File: src/rtl/sw_reuse_pkg.sv
package sw_reuse_pkg;
  localparam int EW    = 32;
  localparam int LANES = 4;
  localparam int WIN   = 3;
  localparam int CNT_W = 16;
  localparam int EXT   = LANES + WIN - 1;

  function automatic int unsigned beats_for(input int unsigned n, input int unsigned lanes,
                                            input int unsigned win);
    return (n + win - 1 + lanes - 1) / lanes;
  endfunction
endpackage

File: src/rtl/sw_window_former.sv
module sw_window_former #(
  parameter int EW    = 32,
  parameter int LANES = 4,
  parameter int WIN   = 3,
  localparam int EXT  = LANES + WIN - 1
) (
  input  logic [LANES*EW-1:0]     held,
  input  logic [(WIN-1)*EW-1:0]   lead,
  output logic [LANES*WIN*EW-1:0] wins
);
  logic [EXT*EW-1:0] ext;
  assign ext = {lead, held};

  for (genvar k = 0; k < LANES; k++) begin : g_lane
    for (genvar m = 0; m < WIN; m++) begin : g_elem
      assign wins[(k*WIN+m)*EW +: EW] = ext[(k+m)*EW +: EW];
    end
  end
endmodule

File: src/rtl/sw_stream_ctrl.sv
module sw_stream_ctrl #(
  parameter int LANES = 4,
  parameter int WIN   = 3,
  parameter int CNT_W = 16
) (
  input  logic             clk,
  input  logic             rst,
  input  logic [CNT_W-1:0] n_iter,
  input  logic             in_fire,
  input  logic             slot_free,
  output logic             accept_ok,
  output logic             first_beat,
  output logic             emit,
  output logic             from_beat,
  output logic [LANES-1:0] mask
);
  localparam int WIDE = CNT_W + 2;

  logic             started;
  logic             hold_vld;
  logic [CNT_W-1:0] beats_left;
  logic [CNT_W-1:0] win_left;
  logic [CNT_W-1:0] win_take;
  logic [CNT_W-1:0] win_next;
  logic [WIDE-1:0]  beats_total;
  logic             flush;

  assign beats_total = (WIDE'(n_iter) + WIDE'(WIN - 1) + WIDE'(LANES - 1)) / WIDE'(LANES);

  assign accept_ok  = slot_free && (!started || beats_left != '0);
  assign first_beat = in_fire && !started;
  assign flush      = started && hold_vld && beats_left == '0 && win_left != '0 && slot_free;
  assign from_beat  = in_fire && started;
  assign emit       = from_beat || flush;
  assign win_take   = (win_left > CNT_W'(LANES)) ? CNT_W'(LANES) : win_left;
  assign win_next   = win_left - win_take;

  for (genvar k = 0; k < LANES; k++) begin : g_mask
    assign mask[k] = CNT_W'(k) < win_left;
  end

  always_ff @(posedge clk) begin
    if (rst) begin
      started    <= 1'b0;
      hold_vld   <= 1'b0;
      beats_left <= '0;
      win_left   <= '0;
    end else if (first_beat) begin
      started    <= 1'b1;
      hold_vld   <= 1'b1;
      win_left   <= n_iter;
      beats_left <= CNT_W'(beats_total - WIDE'(1));
    end else if (emit) begin
      win_left <= win_next;
      if (from_beat) beats_left <= beats_left - 1'b1;
      if (win_next == '0) begin
        started  <= 1'b0;
        hold_vld <= 1'b0;
      end
    end
  end

  AST_FLUSH_NO_BEAT: assert property (@(posedge clk) disable iff (rst)
    flush |-> !in_fire);
endmodule

File: src/rtl/sw_reuse_buffer.sv
module sw_reuse_buffer #(
  parameter int EW    = sw_reuse_pkg::EW,
  parameter int LANES = sw_reuse_pkg::LANES,
  parameter int WIN   = sw_reuse_pkg::WIN,
  parameter int CNT_W = sw_reuse_pkg::CNT_W,
  localparam int IN_W  = LANES * EW,
  localparam int OUT_W = LANES * WIN * EW
) (
  input  logic             clk,
  input  logic             rst,
  input  logic [CNT_W-1:0] n_iter,
  input  logic             in_valid,
  output logic             in_ready,
  input  logic [IN_W-1:0]  in_data,
  output logic             out_valid,
  input  logic             out_ready,
  output logic [OUT_W-1:0] out_win,
  output logic [LANES-1:0] out_mask
);
  logic                 slot_free, in_fire, first_beat, emit, from_beat;
  logic [LANES-1:0]     grp_mask;
  logic [IN_W-1:0]      held;
  logic [(WIN-1)*EW-1:0] lead;
  logic [OUT_W-1:0]     grp_win;

  assign slot_free = !out_valid || out_ready;
  assign in_fire   = in_valid && in_ready;
  assign lead      = from_beat ? in_data[(WIN-1)*EW-1:0] : '0;

  sw_stream_ctrl #(.LANES(LANES), .WIN(WIN), .CNT_W(CNT_W)) u_ctrl (
    .clk(clk), .rst(rst), .n_iter(n_iter), .in_fire(in_fire), .slot_free(slot_free),
    .accept_ok(in_ready), .first_beat(first_beat), .emit(emit), .from_beat(from_beat),
    .mask(grp_mask)
  );

  sw_window_former #(.EW(EW), .LANES(LANES), .WIN(WIN)) u_form (
    .held(held), .lead(lead), .wins(grp_win)
  );

  always_ff @(posedge clk) begin
    if (rst) held <= '0;
    else if (in_fire) held <= in_data;
  end

  always_ff @(posedge clk) begin
    if (rst) begin
      out_valid <= 1'b0;
      out_win   <= '0;
      out_mask  <= '0;
    end else if (emit) begin
      out_valid <= 1'b1;
      out_win   <= grp_win;
      out_mask  <= grp_mask;
    end else if (out_ready) begin
      out_valid <= 1'b0;
    end
  end

  AST_OUT_HOLD: assert property (@(posedge clk) disable iff (rst)
    out_valid && !out_ready |=> out_valid && $stable(out_win) && $stable(out_mask));
  AST_NO_OVERWRITE: assert property (@(posedge clk) disable iff (rst)
    in_valid && in_ready && out_valid |-> out_ready);
  AST_MASK_SHAPE: assert property (@(posedge clk) disable iff (rst)
    out_valid |-> out_mask != '0 && ((out_mask & (out_mask + 1'b1)) == '0));
  AST_FIRST_SILENT: assert property (@(posedge clk) disable iff (rst)
    first_beat && !out_valid |=> !out_valid);
  AST_RESET_IDLE: assert property (@(posedge clk)
    rst |=> !out_valid && in_ready);
endmodule

File: config.mk
export PLATFORM = sky130hd
export DESIGN_NAME = sw_reuse_buffer
export DESIGN_NICKNAME = d
export VERILOG_FILES = /design/src/rtl/sw_reuse_pkg.sv /design/src/rtl/sw_window_former.sv /design/src/rtl/sw_stream_ctrl.sv /design/src/rtl/sw_reuse_buffer.sv
export SDC_FILE = /design/constraint.sdc
export NUM_CORES = 1
export LEC_CHECK = 0
export BUFFER_PORTS_ARGS = -buffer_cell sky130_fd_sc_hd__clkbuf_2
export CAP_MARGIN = 10
export CORE_AREA = 2 2 212 214
export CTS_CLUSTER_SIZE = 14
export DETAILED_ROUTE_END_ITERATION = 8
export DIE_AREA = 0 0 214 216
export GPL_TIMING_DRIVEN = 0
export MAX_ROUTING_LAYER = met4
export PLACE_DENSITY = 0.69
export SLEW_MARGIN = 5
export SYNTH_ARGS = -nofsm -noshare
export SYNTH_HDL_FRONTEND = slang
export SYNTH_SLANG_ARGS = --single-unit
File: constraint.sdc
create_clock -name clk -period 9.23 [get_ports clk]
set_input_delay 0.923 -clock clk [delete_from_list [all_inputs] [get_ports clk]]
set_output_delay 0.923 -clock clk [all_outputs]
set_load 0.01 [all_outputs]
==> out/metrics.yaml <==
run_status:
  run_status: "finished, final reports clean"
final_layout:
  fillerInstances: 4350
  multi_input_area_mm2: 0.00647
  finish.net_count: 2788
  drive_above_1_share_pct: 31.3
  post-route-util_pct: 46.8
  sequential_cell_area_mm2: 0.00717
  area_growth_pct: 30.4
clock_tree:
  clockRootBuffer: "sky130_fd_sc_hd__clkbuf_16"
  cts_inserted_buffers: 40
  clk_transition_reported_paths_ns: 0.06
  cts_max_path_buffers: 3
  h-tree-depth: 2
  cts_tree: "built"
  hold_buffers: 0
  worstSkewPairLatency_ns: 0.56
  clkSinkCount: 358
  cts_setup_buffers: 0
  cts_resized: 0
power_and_ir_drop:
  highest_ir_drop_seen_on_vdd_mv: 0.131
  p_per_area_mw_per_mm2: 199
  power.share.combinational_pct: 17.6
  p_leak_nw: 9.10
  internal_power_mw: 2.87
  seqPwrFrac_pct: 42.2
  proportion_of_total_power_due_to_net_switching_pct: 29.6
  clkPwrFrac_pct: 40.3
  power.switching_mw: 1.21
placement:
  detailedPlacementHpwl_mm: 45.9
  port_buffers: 535
  place_congestion: 0.951
logic_synthesis:
  synth.cells.most_frequent: "629 x sky130_fd_sc_hd__nand2_1, 358 x sky130_fd_sc_hd__a21oi_1, 358 x sky130_fd_sc_hd__dfxtp_1"
  synthArstFlopShare_pct: 0
  ys_warn_count: 0
  synth.area.top_cells: "sky130_fd_sc_hd__dfxtp_1 46%, sky130_fd_sc_hd__nand2_1 15%, sky130_fd_sc_hd__a21oi_1 11%"
  netlist.area_leader.share_pct: 45.6
  synth_enable_flop_cells: 0
  syn-num-nets: 2211
  synthDistinctLibCells: 72
  post-synth-top-area-cell: "sky130_fd_sc_hd__dfxtp_1"
  synthesis.instances: 2058
  synthFlopType: "sky130_fd_sc_hd__dfxtp_1"
  synthMostInstantiatedCell: "sky130_fd_sc_hd__nand2_1"
  synth_sequential_area_ratio_pct: 45.6
  synthesis.area_per_instance_um2: 7.65
  synth.ff_latch_count: 358
  netlist_area_mm2: 0.0157
floorplanning:
  io-pin-count: 538
  die_area_mm2: 0.0462
  floorplan.initialDensity_pct: 35.9
  die-width_um: 214
  rows: 77
  fp.dieH_um: 216
  coreArea_mm2: 0.0438
timing:
  endpoints_failing_hold: 0
  final.setup.tns_ns: 0
  slew_violations: 0
  maxSlewHeadroom_pct: 23.0
  finClkSkew_ns: 0.0190
  worst_pin_slew_ns: 1.15
  final_period_minus_worst_setup_slack_ns: 5.37
  final-setup-viol-count: 0
  rsz0062_at_grt: "no"
  final_min_period_over_clock_period_pct: 58.1
  max_freq_ghz: 0.186
drt:
  dr_total_vias: 16100
  route.met2.wl_mm: 29.3
  routed-wl-met3_mm: 4.14
  detail_route.drc_violations: 0
  drt_first_pass_iters: 5
  route.final.wire_length_mm: 59.6
  detail-route-antenna-nets: 0
  routedWlPerCell_um: 18.3
  drt-initial-drc-count: 1096
  maxUsedRoutingLayer: "met4"
  route.detailed.vias_per_inst: 4.95
  met1Wirelength_mm: 24.4
grt:
  grt_remaining_overflow: 0
  grt_start_max_net_pins: 15
  grtUsageTotal_pct: 25.5
  grt_first_pass_wirelength_mm: 89.4
  grt_antenna_before_repair: 2
  grt_pass1_vias: 15300
worst_setup_path:
  cp-start-kind: "input port"
  cp.arrival_ns: 5.82
  critPathMaxFanout: 10
  reg2reg_setup_slack_ns: 4.02
  timing_worst_setup_path_type: "in2reg"
  cp-end-kind: "register"
  critPathRequiredTime_ns: 9.68
min_path:
  hold_path.class: "reg2reg"
flow_run:
  max_cap_violations: 0
-- routing by layer --
layer,GRT usage [%],vias to the layer above
li1,-,7819
met1,29.8,7564
met2,44.1,647
met3,5.13,96
met4,7.74,0
met5,-,-
-- critical path, cell delays in order --
cell	delay, ns
sky130_fd_sc_hd__clkbuf_2	0.08
sky130_fd_sc_hd__nand2b_1	0.27
sky130_fd_sc_hd__nand3b_1	0.17
sky130_fd_sc_hd__clkbuf_1	0.37
sky130_fd_sc_hd__clkbuf_1	0.40
sky130_fd_sc_hd__clkbuf_1	0.49
sky130_fd_sc_hd__buf_1	0.55
sky130_fd_sc_hd__nor2_1	0.10
sky130_fd_sc_hd__a21oi_1	0.16
sky130_fd_sc_hd__ha_1	0.27
sky130_fd_sc_hd__nor4b_1	0.32
sky130_fd_sc_hd__a41oi_1	0.15
sky130_fd_sc_hd__a211oi_1	0.69
sky130_fd_sc_hd__o211a_1	0.32
sky130_fd_sc_hd__nand4_1	0.13
sky130_fd_sc_hd__xnor2_1	0.16
sky130_fd_sc_hd__a211oi_1	0.25
-- stage by stage --
step                cell area [um2]  hold slack, ns  total power [mW]  cells  worst slack [ns]
CTS                           20500           0.452              4.11   3259              3.95
global route                  20500           0.462              4.25   3261              3.40
global placement              19200           0.440              2.45   3185              3.43
finish                        20500           0.451              4.07   3261              3.86
detailed placement            19200           0.447              2.46   3185              3.38
floorplan                     15700           0.437              2.19   2058              4.87
-- cell families (layout without fill, tap and decap cells) --
group / after synthesis / after routing / synth area share (%)
buf+inv: 342 / 951 / 13.3
compound gates: 460 / 460 / 15.9
xor+xnor: 31 / 31 / 1.73
fa+ha+maj: 5 / 5 / 0.398
simple gates: 857 / 857 / 22.8
mux: 4 / 4 / 0.262
other cells: 1 / 3 / 0.0238
flops: 358 / 358 / 45.6
-- power by group through the flow --
| stage | sequential, mW | combinational (mW) | clock [mW] |
|---|---|---|---|
| 2_1_floorplan | 1.74 | 0.445 | 0 |
| 3_3_place_gp | 1.75 | 0.702 | 0 |
| 3_5_place_dp | 1.75 | 0.712 | 0 |
| 4_1_cts | 1.72 | 0.715 | 1.68 |
| 5_1_grt | 1.73 | 0.789 | 1.74 |
| 6_report | 1.72 | 0.716 | 1.64 |
-- state kept, by name, indices dropped and copies added (netlist names) --
signal and cells:
u_ctrl.started 1, u_ctrl.win_left 16, out_win 192, out_valid 1, held 128, out_mask 4, u_ctrl.beats_left 16
-- worst paths after layout --
| kind | start | to | depth (start not counted) |
|---|---|---|---|
| worst min-delay path | out_win[6]$_SDFFE_PP0P_ | out_win[6]$_SDFFE_PP0P_ | 2 |
| worst max-delay path | out_ready | u_ctrl.beats_left[14]$_SDFFE_PP0P_ | 17 |
| worst min register to register | out_win[6]$_SDFFE_PP0P_ | out_win[6]$_SDFFE_PP0P_ | 2 |
| worst max register to register | out_valid$_SDFFE_PP0P_ | u_ctrl.beats_left[14]$_SDFFE_PP0P_ | 16 |
-- placed cells by master (no fill, tap or decap), drive strengths merged, types with 5 or more instances in the layout --
cell / n
o21ai: 33
buf: 222
and2: 5
nor4: 6
a21oi: 359
inv: 11
nand4: 8
nand2: 629
dfxtp: 358
nand2b: 8
xnor2: 21
or3: 6
and3: 5
ha: 5
a211oi: 13
nor3: 25
clkinv: 7
nor2b: 5
clkbuf: 705
o22ai: 6
nor2: 56
nand3: 83
xor2: 10
-- final cells by class --
class / count / area share, %
clock inverters: 16 / 0.829
repair buffers: 535 / 13.0
flip-flops and latches: 358 / 34.9
inverters: 8 / 0.146
multi-input cells: 1358 / 31.5
clock buffers: 58 / 5.81
diodes: 2 / 0.0244
plain buffers: 334 / 10.1
well taps: 592 / 3.61
Note: power is estimated with default switching activity, not from simulation.
